<file path="src/rtl/mvm_pkg.sv">
package mvm_pkg;
  typedef enum logic [1:0] {
    ST_IDLE,
    ST_RUN,
    ST_FIN
  } mvm_state_e;
endpackage

</file>
<file path="src/rtl/mvm_ctrl.sv">
module mvm_ctrl #(
  parameter int DIM = 5,
  localparam int IW = $clog2(DIM)
) (
  input  logic          clk_i,
  input  logic          rst_ni,
  input  logic          start_i,
  output logic [IW-1:0] row_o,
  output logic [IW-1:0] col_o,
  output logic          issue_o,
  output logic          first_o,
  output logic          last_o,
  output logic          idle_o,
  output logic          fin_o
);
  import mvm_pkg::*;

  mvm_state_e    state_q;
  logic [IW-1:0] row_q, col_q;

  always_ff @(posedge clk_i or negedge rst_ni) begin
    if (!rst_ni) begin
      state_q <= ST_IDLE;
      row_q   <= '0;
      col_q   <= '0;
    end else begin
      unique case (state_q)
        ST_IDLE: if (start_i) begin
          state_q <= ST_RUN;
          row_q   <= '0;
          col_q   <= '0;
        end
        ST_RUN: begin
          if (col_q == IW'(DIM - 1)) begin
            col_q <= '0;
            if (row_q == IW'(DIM - 1)) begin
              row_q   <= '0;
              state_q <= ST_FIN;
            end else begin
              row_q <= row_q + 1'b1;
            end
          end else begin
            col_q <= col_q + 1'b1;
          end
        end
        default: state_q <= ST_IDLE;
      endcase
    end
  end

  assign row_o   = row_q;
  assign col_o   = col_q;
  assign issue_o = (state_q == ST_RUN);
  assign first_o = (col_q == '0);
  assign last_o  = (col_q == IW'(DIM - 1));
  assign idle_o  = (state_q == ST_IDLE);
  assign fin_o   = (state_q == ST_FIN);
endmodule

</file>
<file path="src/rtl/mvm_mac.sv">
module mvm_mac #(
  parameter int DIM = 5,
  parameter int W   = 15,
  localparam int IW   = $clog2(DIM),
  localparam int IDXW = $clog2(DIM * DIM)
) (
  input  logic               clk_i,
  input  logic               rst_ni,
  input  logic               issue_i,
  input  logic               first_i,
  input  logic [IW-1:0]      row_i,
  input  logic [IW-1:0]      col_i,
  input  logic [DIM*DIM*W-1:0] mat_i,
  input  logic [DIM*W-1:0]   vec_i,
  output logic [W-1:0]       sum_o
);
  logic [W-1:0] a_arr [DIM*DIM];
  logic [W-1:0] b_arr [DIM];

  for (genvar k = 0; k < DIM * DIM; k++) begin : g_a
    assign a_arr[k] = mat_i[k*W +: W];
  end
  for (genvar k = 0; k < DIM; k++) begin : g_b
    assign b_arr[k] = vec_i[k*W +: W];
  end

  logic [IDXW-1:0] idx;
  logic [W-1:0]    prod, acc_q;

  // row-major flat index
  assign idx   = IDXW'(row_i) * IDXW'(DIM) + IDXW'(col_i);
  assign prod  = a_arr[idx] * b_arr[col_i];
  assign sum_o = (first_i ? '0 : acc_q) + prod;

  always_ff @(posedge clk_i or negedge rst_ni) begin
    if (!rst_ni)      acc_q <= '0;
    else if (issue_i) acc_q <= sum_o;
  end
endmodule

</file>
<file path="src/rtl/mvm_res.sv">
module mvm_res #(
  parameter int DIM = 5,
  parameter int W   = 15,
  localparam int IW = $clog2(DIM)
) (
  input  logic             clk_i,
  input  logic             rst_ni,
  input  logic             wr_i,
  input  logic [IW-1:0]    row_i,
  input  logic [W-1:0]     sum_i,
  output logic [DIM*W-1:0] res_o,
  output logic [DIM-1:0]   vld_o
);
  logic [DIM-1:0][W-1:0] res_q;
  logic [DIM-1:0]        vld_q;

  always_ff @(posedge clk_i or negedge rst_ni) begin
    if (!rst_ni) begin
      res_q <= '0;
      vld_q <= '0;
    end else begin
      for (int k = 0; k < DIM; k++) begin
        vld_q[k] <= 1'b0;
        if (wr_i && row_i == IW'(k)) begin
          res_q[k] <= sum_i;
          vld_q[k] <= 1'b1;
        end
      end
    end
  end

  assign res_o = res_q;
  assign vld_o = vld_q;
endmodule

</file>
<file path="src/rtl/mvm_core.sv">
module mvm_core #(
  parameter int DIM = 5,
  parameter int W   = 15,
  localparam int IW = $clog2(DIM)
) (
  input  logic                 clk_i,
  input  logic                 rst_ni,
  input  logic                 start_i,
  input  logic [DIM*DIM*W-1:0] mat_i,
  input  logic [DIM*W-1:0]     vec_i,
  output logic                 idle_o,
  output logic                 done_o,
  output logic                 ready_o,
  output logic [DIM*W-1:0]     res_o,
  output logic [DIM-1:0]       res_vld_o
);
  logic [IW-1:0] row, col;
  logic          issue, first, last, fin;
  logic [W-1:0]  sum;

  mvm_ctrl #(.DIM(DIM)) u_ctrl (
    .clk_i   (clk_i),
    .rst_ni  (rst_ni),
    .start_i (start_i),
    .row_o   (row),
    .col_o   (col),
    .issue_o (issue),
    .first_o (first),
    .last_o  (last),
    .idle_o  (idle_o),
    .fin_o   (fin)
  );

  mvm_mac #(.DIM(DIM), .W(W)) u_mac (
    .clk_i   (clk_i),
    .rst_ni  (rst_ni),
    .issue_i (issue),
    .first_i (first),
    .row_i   (row),
    .col_i   (col),
    .mat_i   (mat_i),
    .vec_i   (vec_i),
    .sum_o   (sum)
  );

  mvm_res #(.DIM(DIM), .W(W)) u_res (
    .clk_i  (clk_i),
    .rst_ni (rst_ni),
    .wr_i   (issue && last),
    .row_i  (row),
    .sum_i  (sum),
    .res_o  (res_o),
    .vld_o  (res_vld_o)
  );

  assign done_o  = fin;
  assign ready_o = fin;
endmodule

</file>
<file path="config.mk">
export PLATFORM = sky130hd
export DESIGN_NAME = mvm_core
export DESIGN_NICKNAME = d
export VERILOG_FILES = /design/src/rtl/mvm_pkg.sv /design/src/rtl/mvm_ctrl.sv /design/src/rtl/mvm_mac.sv /design/src/rtl/mvm_res.sv /design/src/rtl/mvm_core.sv
export SDC_FILE = /design/constraint.sdc
export NUM_CORES = 1
export LEC_CHECK = 0
export BUFFER_PORTS_ARGS = -buffer_cell sky130_fd_sc_hd__clkbuf_2
export CAP_MARGIN = 20
export CORE_AREA = 2 2 206 208
export CTS_CLUSTER_DIAMETER = 50
export DETAILED_ROUTE_END_ITERATION = 10
export DIE_AREA = 0 0 208 210
export PLACE_DENSITY = 0.6
export SKIP_CTS_REPAIR_TIMING = 1
export SLEW_MARGIN = 20
export SYNTH_ARGS = -nofsm -noshare
export SYNTH_HDL_FRONTEND = slang
export SYNTH_SLANG_ARGS = --single-unit
</file>
<file path="constraint.sdc">
create_clock -name clk_i -period 7.9 [get_ports clk_i]
set_input_delay 0.395 -clock clk_i [delete_from_list [all_inputs] [get_ports clk_i]]
set_output_delay 0.395 -clock clk_i [all_outputs]
set_load 0.02 [all_outputs]
</file>
# Word-level counts from Yosys, hierarchy flattened
# Index checks and enable logic that the tools add are counted.
# totals
register_bits	103
inputBits	453
output_inout_bits	83
word_cells	65
# classes
n_addsub	4
n_mul	2
order_cmp	2
n_eq_ne	10
n_mux	22
bitwise	2
reduce_logical	13
# ops
operator	n
binary-select mux 15 bit (select 5 bit)	1
two-way mux 15 bit	5
binary-select mux 15 bit (select 3 bit)	1
adder 15 bit	1
multiplier 15 x 15 -> 15 bit	1
two-way mux 3 bit	4
one-hot mux 3 bit (2 select lines)	2
adder 3 x 1 -> 3 bit (second input constant)	2
== test 3 x 2 -> 1 bit (second input constant)	2
== test 3 bit (second input constant)	2
greater-or-equal comparator 6 bit (second input constant)	1
logical AND 1 bit	6
logical NOT 3 bit	2
two-way mux 2 bit	3
inverter 5 -> 6 bit	1
AND reduction 3 bit	2
adder 5 x 3 -> 5 bit	1
multiplier 3 x 3 -> 5 bit (second input constant)	1
two-way mux 1 bit	5
greater-or-equal comparator 4 bit (second input constant)	1
!= test 2 x 1 -> 1 bit (second input constant)	2
inverter 3 -> 4 bit	1
one-hot mux 2 bit (2 select lines)	1
== test 3 x 1 -> 1 bit (second input constant)	1
other kinds (6)	6

# Depth between registers and ports, before layout
# Gate-level depths: netlist of run 1.
# depth
word_depth	8
ltp_mapped	34
ltp_nobuf	29

# By module
# A second synthesis of run 1 with hierarchy kept.
# hier_totals
cells_unflattened	1025
area_unflattened_um2	11785.1
# modules_own_cells
module	n_inst	cells_each	area_each_um2	seq_area_each_um2
mvm_mac	1	809	8319.2	375.4
mvm_res	1	169	3001.6	2001.9
mvm_ctrl	1	45	450.4	200.2
mvm_core	1	2	13.8	0.0

# Least setup slack after synthesis of run 1
# Ideal clock, no wire load.
# synth_timing
kind	register -> register
startpoint	register u_ctrl.row_q[0] (netlist: u_ctrl.row_o[0])
endpoint	register u_mac.acc_q[14]
t_arrival_ns	7.923
required_time_ns	7.775
setup_slack_ns	-0.148
path_stages_with_launch	28
path_buffers	1
period_less_slack_ns	8.048
cell_sequence	dfrtp_1 ha_1 ha_1 fa_1 xnor2_2 clkbuf_1 mux4_2 o21ai_0 nor2_1 fa_1 inv_1 fa_1 inv_1 fa_1 fa_1 inv_1 fa_1 fa_1 xor2_1 xnor2_1 xnor2_1 xnor2_1 xnor2_1 xnor2_1 xnor2_1 xnor3_1 xor2_1 mux2_2
# synth_via
elab_chain_cells	8
# synth_lines
item	line_no	rtl
start: declaration	mvm_ctrl.sv:19	logic [IW-1:0] row_q, col_q;
start signal: assignment	mvm_ctrl.sv:40	row_q <= row_q + 1'b1;
multiplier 3 x 3 -> 5 bit	mvm_mac.sv:31	assign idx = IDXW'(row_i) * IDXW'(DIM) + IDXW'(col_i);
adder 5 x 3 -> 5 bit	mvm_mac.sv:31	
inverter 5 -> 6 bit (not written as such)	mvm_mac.sv:32	assign prod = a_arr[idx] * b_arr[col_i];
binary-select mux 15 bit (select 5 bit)	mvm_mac.sv:32	
two-way mux 15 bit (not written as such) (2 in a row)	mvm_mac.sv:32	
multiplier 15 x 15 -> 15 bit	mvm_mac.sv:32	
adder 15 bit	mvm_mac.sv:33	assign sum_o = (first_i ? '0 : acc_q) + prod;
end signal: assignment	mvm_mac.sv:37	else if (issue_i) acc_q <= sum_o;
end: declaration	mvm_mac.sv:28	logic [W-1:0] prod, acc_q;
# Every way passes these cells. The select of a mux whose other input is x is not followed.
# A chain may end at the register's enable or synchronous reset.

# Final worst setup path of run 1
# layout_timing
startpoint	register u_ctrl.row_q[2] (netlist: u_ctrl.row_o[2])
endpoint	register u_res.res_q, in the netlist u_res.res_o[14]
# layout_via
elab_chain_cells	8
elab_cells_between_ends	10
# layout_lines
item	line_no	rtl
multiplier 3 x 3 -> 5 bit	mvm_mac.sv:31	
adder 5 x 3 -> 5 bit	mvm_mac.sv:31	
inverter 5 -> 6 bit (not written as such)	mvm_mac.sv:32	
binary-select mux 15 bit (select 5 bit)	mvm_mac.sv:32	
two-way mux 15 bit (not written as such) (2 in a row)	mvm_mac.sv:32	
multiplier 15 x 15 -> 15 bit	mvm_mac.sv:32	
adder 15 bit	mvm_mac.sv:33	
end signal: indexed assignment	mvm_res.sv:25	res_q[k] <= sum_i;
end: declaration	mvm_res.sv:14	logic [DIM-1:0][W-1:0] res_q;
# Parallel ways exist; a longest one is shown, timed or not. The select of a mux whose other input is x is not followed.

==> results.toml, run 1 <==
[routing]
first_pass_iters = 5
drt_iter0_drc = 837
wl_um = 57800
drc = 0
dr_total_vias = 11800
viasPerCell = 5.03
wire_per_inst_um = 24.7
postRouteAntennaNets = 0

[yosys]
synth.distinct_cells = 59
ys_ff_latch = 103
synth.cell_area_um2 = 11900
yosysSeqAreaShare_pct = 21.6
synth_edf_count = 0
syn_inst = 1190
async_flop_share_pct = 100
syn_area_per_cell_um2 = 10.0
yosysWarnings = 0
synth_fp_nets = 1788
ys.flop_type = "dfrtp_1"

[global_route]
track_usage_pct = 25.7
antenna_found_initial = 7
grt.overflow.total = 0
grt_max_degree = 88
grt_pass1_wl_um = 81400
grt_pass1_vias = 12100

[sta]
timing.fmax_ghz = 0.128
setup_viol = 0
tightest_slew_ns = 0.971
relSlewSlack_pct = 35.2
maxSlewViolCount = 0
min_period_over_period_pct = 99.0
rsz0062_at_grt = "true"
hold_violations = 0
period_minus_slack_ns = 7.82
fin_skew_ns = 0.00846

[setup_path]
crit_required_ns = 8.13
cpMostUsedCell = "inv_1"
cp_top_family = "adder cells"
cp.arrival_ns = 8.05
crit_buf_inv = 10
crit_fanout = 10
worst_path_max_delay_cell = "fa_2"
max_stage_delay_ns = 0.72
critPathCaptureType = "register"
start_kind = "register"
crit_type = "register to register"

[floorplan]
io_pins = 536
die_y_um = 210
placementRows = 75
die_w_um = 208
die-area_um2 = 43700
initial_core_util_pct = 28.8
core_um2 = 41500

[status]
status = "finished clean"

[min_path]
hp-class = "input port to async pin"

[cells_and_area]
final_common_cell = "clkbuf_2"
final_cell_mix = "534 x clkbuf_2, 202 x nand2_1, 128 x inv_1"
drive_gt1_share_pct = 46.3
fin_util_pct = 40.2
final_nets = 2396
syn2layout_area_growth_pct = 39.8
fill_cells = 4224
regArea_um2 = 2580
multi_input_area_um2 = 8680

[placed_design]
gp_congestion = 0.997
place.port_buffers = 535
place_hpwl_um = 50700

[flow_run]
drv_cap = 0

[cts]
clockBufferDepth = 2
cts_buffers = 9
clk_latency_ns = 0.35
cts.sinks = 103
cts_tree = "done"
clk_pin_slew_worst_paths_ns = 0.08
h-tree-depth = 3
cts_root_buf = "clkbuf_16"
==> logic make-up (layout without fill, tap and decap cells) <==
family	Yosys count	in the layout	share of synthesized area, %
AND/OR/NAND/NOR	367	367	13.8
buffers and inverters	205	818	7.74
XOR/XNOR	38	38	3.38
flip-flops	103	103	21.6
adder cells (fa/ha/maj)	145	145	20.3
other	0	3	0
AO/OA/AOI/OAI	138	138	7.59
multiplexers	194	194	25.6
==> stage by stage <==
stage	TNS, ns	instances	hold slack (ns)	instance area (um2)	setup slack [ns]
2_1_floorplan	0	1190	0.0994	12000	0.00415
3_3_place_gp	0	2292	0.265	15800	0.0475
3_5_place_dp	-0.745	2292	0.266	15800	-0.136
4_1_cts	-0.926	2308	-0.112	16100	-0.163
5_1_grt	-2.30	2344	0.464	16700	-0.203
6_report	0	2345	0.458	16700	0.0765
==> worst paths after layout <==
path,cells past startpoint,slack [ns],start,endpoint
max,31,0.08,u_ctrl.row_o[2]$_DFFE_PN0P_,u_res.res_o[14]$_DFFE_PN0P_
min,2,0.46,rst_ni,u_res.res_o[1]$_DFFE_PN0P_
max reg2reg,31,0.08,u_ctrl.row_o[2]$_DFFE_PN0P_,u_res.res_o[14]$_DFFE_PN0P_
min reg2reg,2,0.47,u_mac.acc_q[0]$_DFFE_PN0P_,u_mac.acc_q[0]$_DFFE_PN0P_
max in group asynchronous,3,6.40,rst_ni,u_mac.acc_q[5]$_DFFE_PN0P_
min in group clk_i,3,0.46,start_i,u_ctrl.state_q[0]$_DFFE_PN0P_
==> final cells by class <==
| class | count | area share (%) |
|---|---|---|
| Multi-Input combinational cell | 882 | 52.0 |
| Timing Repair Buffer | 668 | 23.6 |
| Sequential cell | 103 | 15.4 |
| Clock inverter | 7 | 0.435 |
| Clock buffer | 9 | 1.35 |
| Tap cell | 539 | 4.04 |
| Antenna cell | 3 | 0.0450 |
| Inverter | 134 | 3.01 |
==> registers in the layout (all words and copies together), names as in the netlist <==
signal          flops
u_res.res_o        75
u_mac.acc_q        15
u_res.vld_o         5
u_ctrl.state_q      2
u_ctrl.row_o        3
u_ctrl.col_o        3
==> Yosys cell counts (4+ instances only) <==
| master | instances | area (um2) |
|---|---|---|
| dfrtp_1 | 103 | 2580 |
| ha_1 | 64 | 801 |
| or4_1 | 6 | 45.0 |
| a221oi_1 | 4 | 35.0 |
| a22oi_1 | 8 | 60.1 |
| xnor3_1 | 4 | 90.1 |
| nand2_1 | 202 | 758 |
| nor2_1 | 54 | 203 |
| o21bai_1 | 6 | 45.0 |
| o22ai_1 | 18 | 113 |
| xnor2_1 | 26 | 228 |
| buf_12 | 4 | 80.1 |
| nand2b_1 | 15 | 93.8 |
| and2_1 | 32 | 200 |
| mux4_2 | 65 | 1460 |
| mux4_1 | 16 | 420 |
| mux2i_1 | 80 | 801 |
| mux2_2 | 32 | 360 |
| inv_1 | 134 | 503 |
| nand3_1 | 13 | 65.1 |
| xor2_1 | 6 | 52.6 |
| o21ai_0 | 36 | 180 |
| a22o_1 | 5 | 43.8 |
| nor2b_1 | 22 | 138 |
| clkbuf_1 | 39 | 146 |
| a21oi_1 | 26 | 130 |
| or3_1 | 4 | 25.0 |
| fa_1 | 81 | 1620 |
| buf_1 | 4 | 15.0 |
| o211ai_1 | 10 | 75.1 |
| buf_6 | 7 | 78.8 |
| buf_2 | 11 | 55.1 |
| and3_1 | 8 | 50.1 |
| nor3_1 | 5 | 25.0 |
==> per-layer routing <==
metal | part of all wire (%) | GRT usage [%] | up-vias
met5 | 0.050 | 0 | -
met2 | 50 | 45.4 | 450
met4 | 2.0 | 4.70 | 4
li1 | - | - | 5318
met1 | 42 | 33.2 | 5976
met3 | 5.9 | 4.57 | 50
Power of run 1 is left out: the tool's default activity adds up to more than one toggle a clock period on the data nets, which glitch-free logic cannot reach.
==> inputs of run 2 (changes only) <==
--- a/config.mk
+++ b/config.mk
@@ -12,6 +12,7 @@
 export DETAILED_ROUTE_END_ITERATION = 10
 export DIE_AREA = 0 0 208 210
 export PLACE_DENSITY = 0.6
+export SETUP_SLACK_MARGIN = 0.3
 export SKIP_CTS_REPAIR_TIMING = 1
 export SLEW_MARGIN = 20
 export SYNTH_ARGS = -nofsm -noshare
==> results.toml, run 2 (synthesized netlist as in run 1, its figures left out) <==
[cells_and_area]
fin_util_pct = 39.8
drive_gt1_share_pct = 46.1
final_common_cell = "clkbuf_2"
largest_register_ffs = 75
final_cell_mix = "534 x clkbuf_2, 198 x nand2_1, 129 x inv_1"
final_nets = 2370
regArea_um2 = 2580
syn2layout_area_growth_pct = 38.5
multi_input_area_um2 = 8780
fill_cells = 4267

[global_route]
grt.met3_usage_pct = 3.81
antenna_found_initial = 13
grtUsageMet2_pct = 44.8
grt_most_used_layer = "met2"
grt.overflow.total = 0
grt_max_degree = 56
grt_pass1_wl_um = 80700
track_usage_pct = 25.6
use_met1_pct = 34.1
grt_pass1_vias = 11700

[sta]
period_minus_slack_ns = 7.89
setup-tns-final_ns = 0
maxSlewViolCount = 0
setup_viol = 0
fin_skew_ns = 0.0135
relSlewSlack_pct = 42.2
hold_violations = 0
hold_ws_ns = 0.0533
rsz0062_at_grt = "true"
min_period_over_period_pct = 99.9
timing.fmax_ghz = 0.127
tightest_slew_ns = 0.859

[routing]
first_pass_iters = 5
viasPerCell = 5.02
drc = 0
drt_iter0_drc = 852
wire_per_inst_um = 24.8
wl_um = 57500
dr_total_vias = 11600
postRouteAntennaNets = 0

[setup_path]
start_kind = "register"
cp.arrival_ns = 8.13
worst_path_max_delay_cell = "fa_1"
r2r_setup_slack_ns = 0.006
reg2reg_from = "u_ctrl.row_o[0]$_DFFE_PN0P_"
cpMostUsedCell = "xnor2_1"
crit_fanout = 6
reg2regPathDepth = 26
max_stage_delay_ns = 0.60
timing.rr.end = "u_res.res_o[59]$_DFFE_PN0P_"
critPathCaptureType = "register"
crit_type = "register to register"
crit_required_ns = 8.13

[cts]
cts_tree = "done"
cts_buffers = 9
cts_root_buf = "clkbuf_16"
cts.sinks = 103
clk_latency_ns = 0.35
clk_pin_slew_worst_paths_ns = 0.07
clockBufferDepth = 2
h-tree-depth = 3

[flow_run]
drv_cap = 0

[floorplan]
die_w_um = 208
die-area_um2 = 43700
core_um2 = 41500
initial_core_util_pct = 28.8
io_pins = 536
die_y_um = 210
placementRows = 75

[min_path]
hp-class = "input port to async pin"

[placed_design]
place.port_buffers = 535
gp_congestion = 0.954
place_hpwl_um = 49900

[status]
status = "finished clean"
==> run 2: worst max-delay path: cells and delay by family, from the launching register on <==
family	cells	cell delay [ns]
simple gates	1	0.13
xor+xnor	9	1.62
mux	3	0.87
fa+ha+maj	9	4.05
flops	1	0.43
buf+inv	3	0.30
compound gates	1	0.35
==> run 2: per-stage QoR <==
stage	instance area [um2]	cells	setup WS, ns
after global routing	16500	2320	-0.293
after CTS	16000	2289	0.0531
after global placement	15700	2273	0.141
final	16500	2321	0.00569
after detailed placement	15700	2273	0.107
after floorplan	12100	1190	0.308
==> run 2: worst max path at each step <==
| stage | start | endpoint | slack, ns | depth (start not counted) |
|---|---|---|---|---|
| after floorplan | u_ctrl.row_o[2]$_DFFE_PN0P_ | u_mac.acc_q[14]$_DFFE_PN0P_ | 0.31 | 27 |
| after global placement | u_ctrl.row_o[0]$_DFFE_PN0P_ | u_res.res_o[14]$_DFFE_PN0P_ | 0.14 | 29 |
| after detailed placement | u_ctrl.row_o[1]$_DFFE_PN0P_ | u_res.res_o[29]$_DFFE_PN0P_ | 0.11 | 28 |
| after CTS | u_ctrl.row_o[1]$_DFFE_PN0P_ | u_res.res_o[74]$_DFFE_PN0P_ | 0.05 | 28 |
| after global routing | u_ctrl.row_o[0]$_DFFE_PN0P_ | u_res.res_o[74]$_DFFE_PN0P_ | -0.29 | 31 |
| final | u_ctrl.row_o[0]$_DFFE_PN0P_ | u_res.res_o[59]$_DFFE_PN0P_ | 0.006 | 26 |
==> run 2: layout make-up <==
type | count | share of cell area, %
Sequential cell | 103 | 15.6
Multi-Input combinational cell | 882 | 53.1
Antenna cell | 5 | 0.0757
Clock buffer | 11 | 1.41
Inverter | 134 | 3.04
Timing Repair Buffer | 642 | 22.3
Tap cell | 539 | 4.08
Clock inverter | 5 | 0.386
==> run 2: routing by layer <==
layer | up-vias | wire length, um
met1 | 5883 | 23900
met4 | 6 | 814
li1 | 5273 | -
met3 | 40 | 3670
met2 | 441 | 29000
met5 | - | 32
Power of run 2 is left out for the same reason.
==> inputs of run 3 (changes only) <==
--- a/config.mk
+++ b/config.mk
@@ -7,11 +7,12 @@
 export LEC_CHECK = 0
 export BUFFER_PORTS_ARGS = -buffer_cell sky130_fd_sc_hd__clkbuf_2
 export CAP_MARGIN = 20
-export CORE_AREA = 2 2 206 208
+export CORE_AREA = 5 5 203 205
 export CTS_CLUSTER_DIAMETER = 50
 export DETAILED_ROUTE_END_ITERATION = 10
 export DIE_AREA = 0 0 208 210
-export PLACE_DENSITY = 0.6
+export PLACE_DENSITY = 0.63
+export RECOVER_POWER = 100
 export SETUP_SLACK_MARGIN = 0.3
 export SKIP_CTS_REPAIR_TIMING = 1
 export SLEW_MARGIN = 20
==> results.toml, run 3 (synthesized netlist as in run 1, its figures left out) <==
[sta]
fin_skew_ns = 0.0135
tightest_slew_ns = 3.00
timing.fmax_ghz = 0.128
maxSlewViolCount = 106
min_period_over_period_pct = 99.3
setup_viol = 0
hold_violations = 0
rsz0062_at_grt = "true"
relSlewSlack_pct = -100
period_minus_slack_ns = 7.84

[cts]
cts_tree = "done"
clk_pin_slew_worst_paths_ns = 0.08
cts_buffers = 9
cts_root_buf = "clkbuf_16"
clockBufferDepth = 2
h-tree-depth = 3
cts.sinks = 103
clk_latency_ns = 0.35

[floorplan]
io_pins = 536
die-area_um2 = 43700
placementRows = 73
initial_core_util_pct = 30.4
die_y_um = 210
core_um2 = 39300
die_w_um = 208

[routing]
wire_per_inst_um = 25.6
wl_um = 59000
drt_iter0_drc = 765
dr_total_vias = 11800
viasPerCell = 5.12
drc = 0
first_pass_iters = 5
postRouteAntennaNets = 0

[setup_path]
crit_type = "register to register"
crit_fanout = 8
critPathCaptureType = "register"
crit_required_ns = 8.13
cpMostUsedCell = "xnor2_1"
start_kind = "register"
worst_path_max_delay_cell = "fa_2"
timing.rr.end = "u_res.res_o[59]$_DFFE_PN0P_"
reg2reg_from = "u_ctrl.row_o[0]$_DFFE_PN0P_"
cp.arrival_ns = 8.07
max_stage_delay_ns = 0.61
r2r_setup_slack_ns = 0.06
reg2regPathDepth = 28

[cells_and_area]
drive_gt1_share_pct = 40.7
final_cell_mix = "451 x clkbuf_2, 203 x nand2_1, 129 x inv_1"
design_area_um2 = 16300
final_common_cell = "clkbuf_2"
largest_register_ffs = 75
syn2layout_area_growth_pct = 36.8
final_nets = 2366

[global_route]
grt_max_degree = 57
grt_pass1_wl_um = 83400
grt_pass1_vias = 12400
grt.overflow.total = 0
track_usage_pct = 25.7
antenna_found_initial = 18

[min_path]
whs_endpoint = "u_ctrl.col_o[0]$_DFFE_PN0P_"
hold_start = "start_i"
hold_depth = 4
hp-class = "input port to register"

[status]
status = "complete, but fails checks"
violations = "max-capacitance violations, max-slew violations"

[flow_run]
drv_cap = 2

[placed_design]
place_hpwl_um = 51400
place.port_buffers = 535
gp_congestion = 0.997
placed_area_um2 = 15700
[run 3: final cells by class]
type,count,area [um2]
antenna,3,7.51
clock buffer,9,225
clock inverter,7,71.3
fill,3991,22900
inverter,134,503
multi-input combinational,882,8730
sequential,103,2580
tap,525,657
timing repair buffer,638,3560
[run 3: critical path, delay by kind of cell, from the launching register on]
family | cells | cell delay [ns]
AND/OR/NAND/NOR | 3 | 0.31
AO/OA/AOI/OAI | 1 | 0.34
flip-flops | 1 | 0.43
multiplexers | 2 | 0.57
adder cells (fa/ha/maj) | 9 | 3.96
XOR/XNOR | 9 | 1.61
buffers and inverters | 4 | 0.49
[run 3: metrics by stage]
step	std cells	hold WS [ns]	util [%]	setup TNS (ns)	setup slack (ns)
2_1_floorplan	1190	0.0994	-	0	0.308
3_3_place_gp	2258	0.434	39.9	0	0.0994
3_5_place_dp	2258	0.438	39.9	-0.00162	-0.00162
4_1_cts	2274	0.0617	40.6	-0.438	-0.0658
5_1_grt	2301	0.506	41.6	-1.59	-0.169
6_report	2301	0.467	41.6	0	0.0589
[run 3: worst max path at each step]
stage                                           start                          end  slack [ns]  cells after the start
after floorplan           u_ctrl.row_o[2]$_DFFE_PN0P_  u_mac.acc_q[14]$_DFFE_PN0P_        0.31                     27
after global placement    u_ctrl.row_o[0]$_DFFE_PN0P_  u_mac.acc_q[12]$_DFFE_PN0P_         0.1                     26
after detailed placement  u_ctrl.row_o[0]$_DFFE_PN0P_  u_res.res_o[57]$_DFFE_PN0P_      -0.002                     26
after CTS                 u_ctrl.row_o[0]$_DFFE_PN0P_  u_res.res_o[57]$_DFFE_PN0P_       -0.07                     26
after global routing      u_ctrl.row_o[0]$_DFFE_PN0P_  u_res.res_o[59]$_DFFE_PN0P_       -0.17                     29
final                     u_ctrl.row_o[0]$_DFFE_PN0P_  u_res.res_o[59]$_DFFE_PN0P_        0.06                     28
[run 3: routing by layer]
| layer | GRT usage, % | up-vias | part of all wire [%] |
|---|---|---|---|
| met3 | 5.21 | 102 | 7.5 |
| met4 | 5.59 | 20 | 3.1 |
| li1 | - | 5264 | - |
| met2 | 45.9 | 471 | 50 |
| met1 | 32.5 | 5919 | 39 |
| met5 | 0 | - | 0.23 |
Power of run 3 is left out for the same reason.
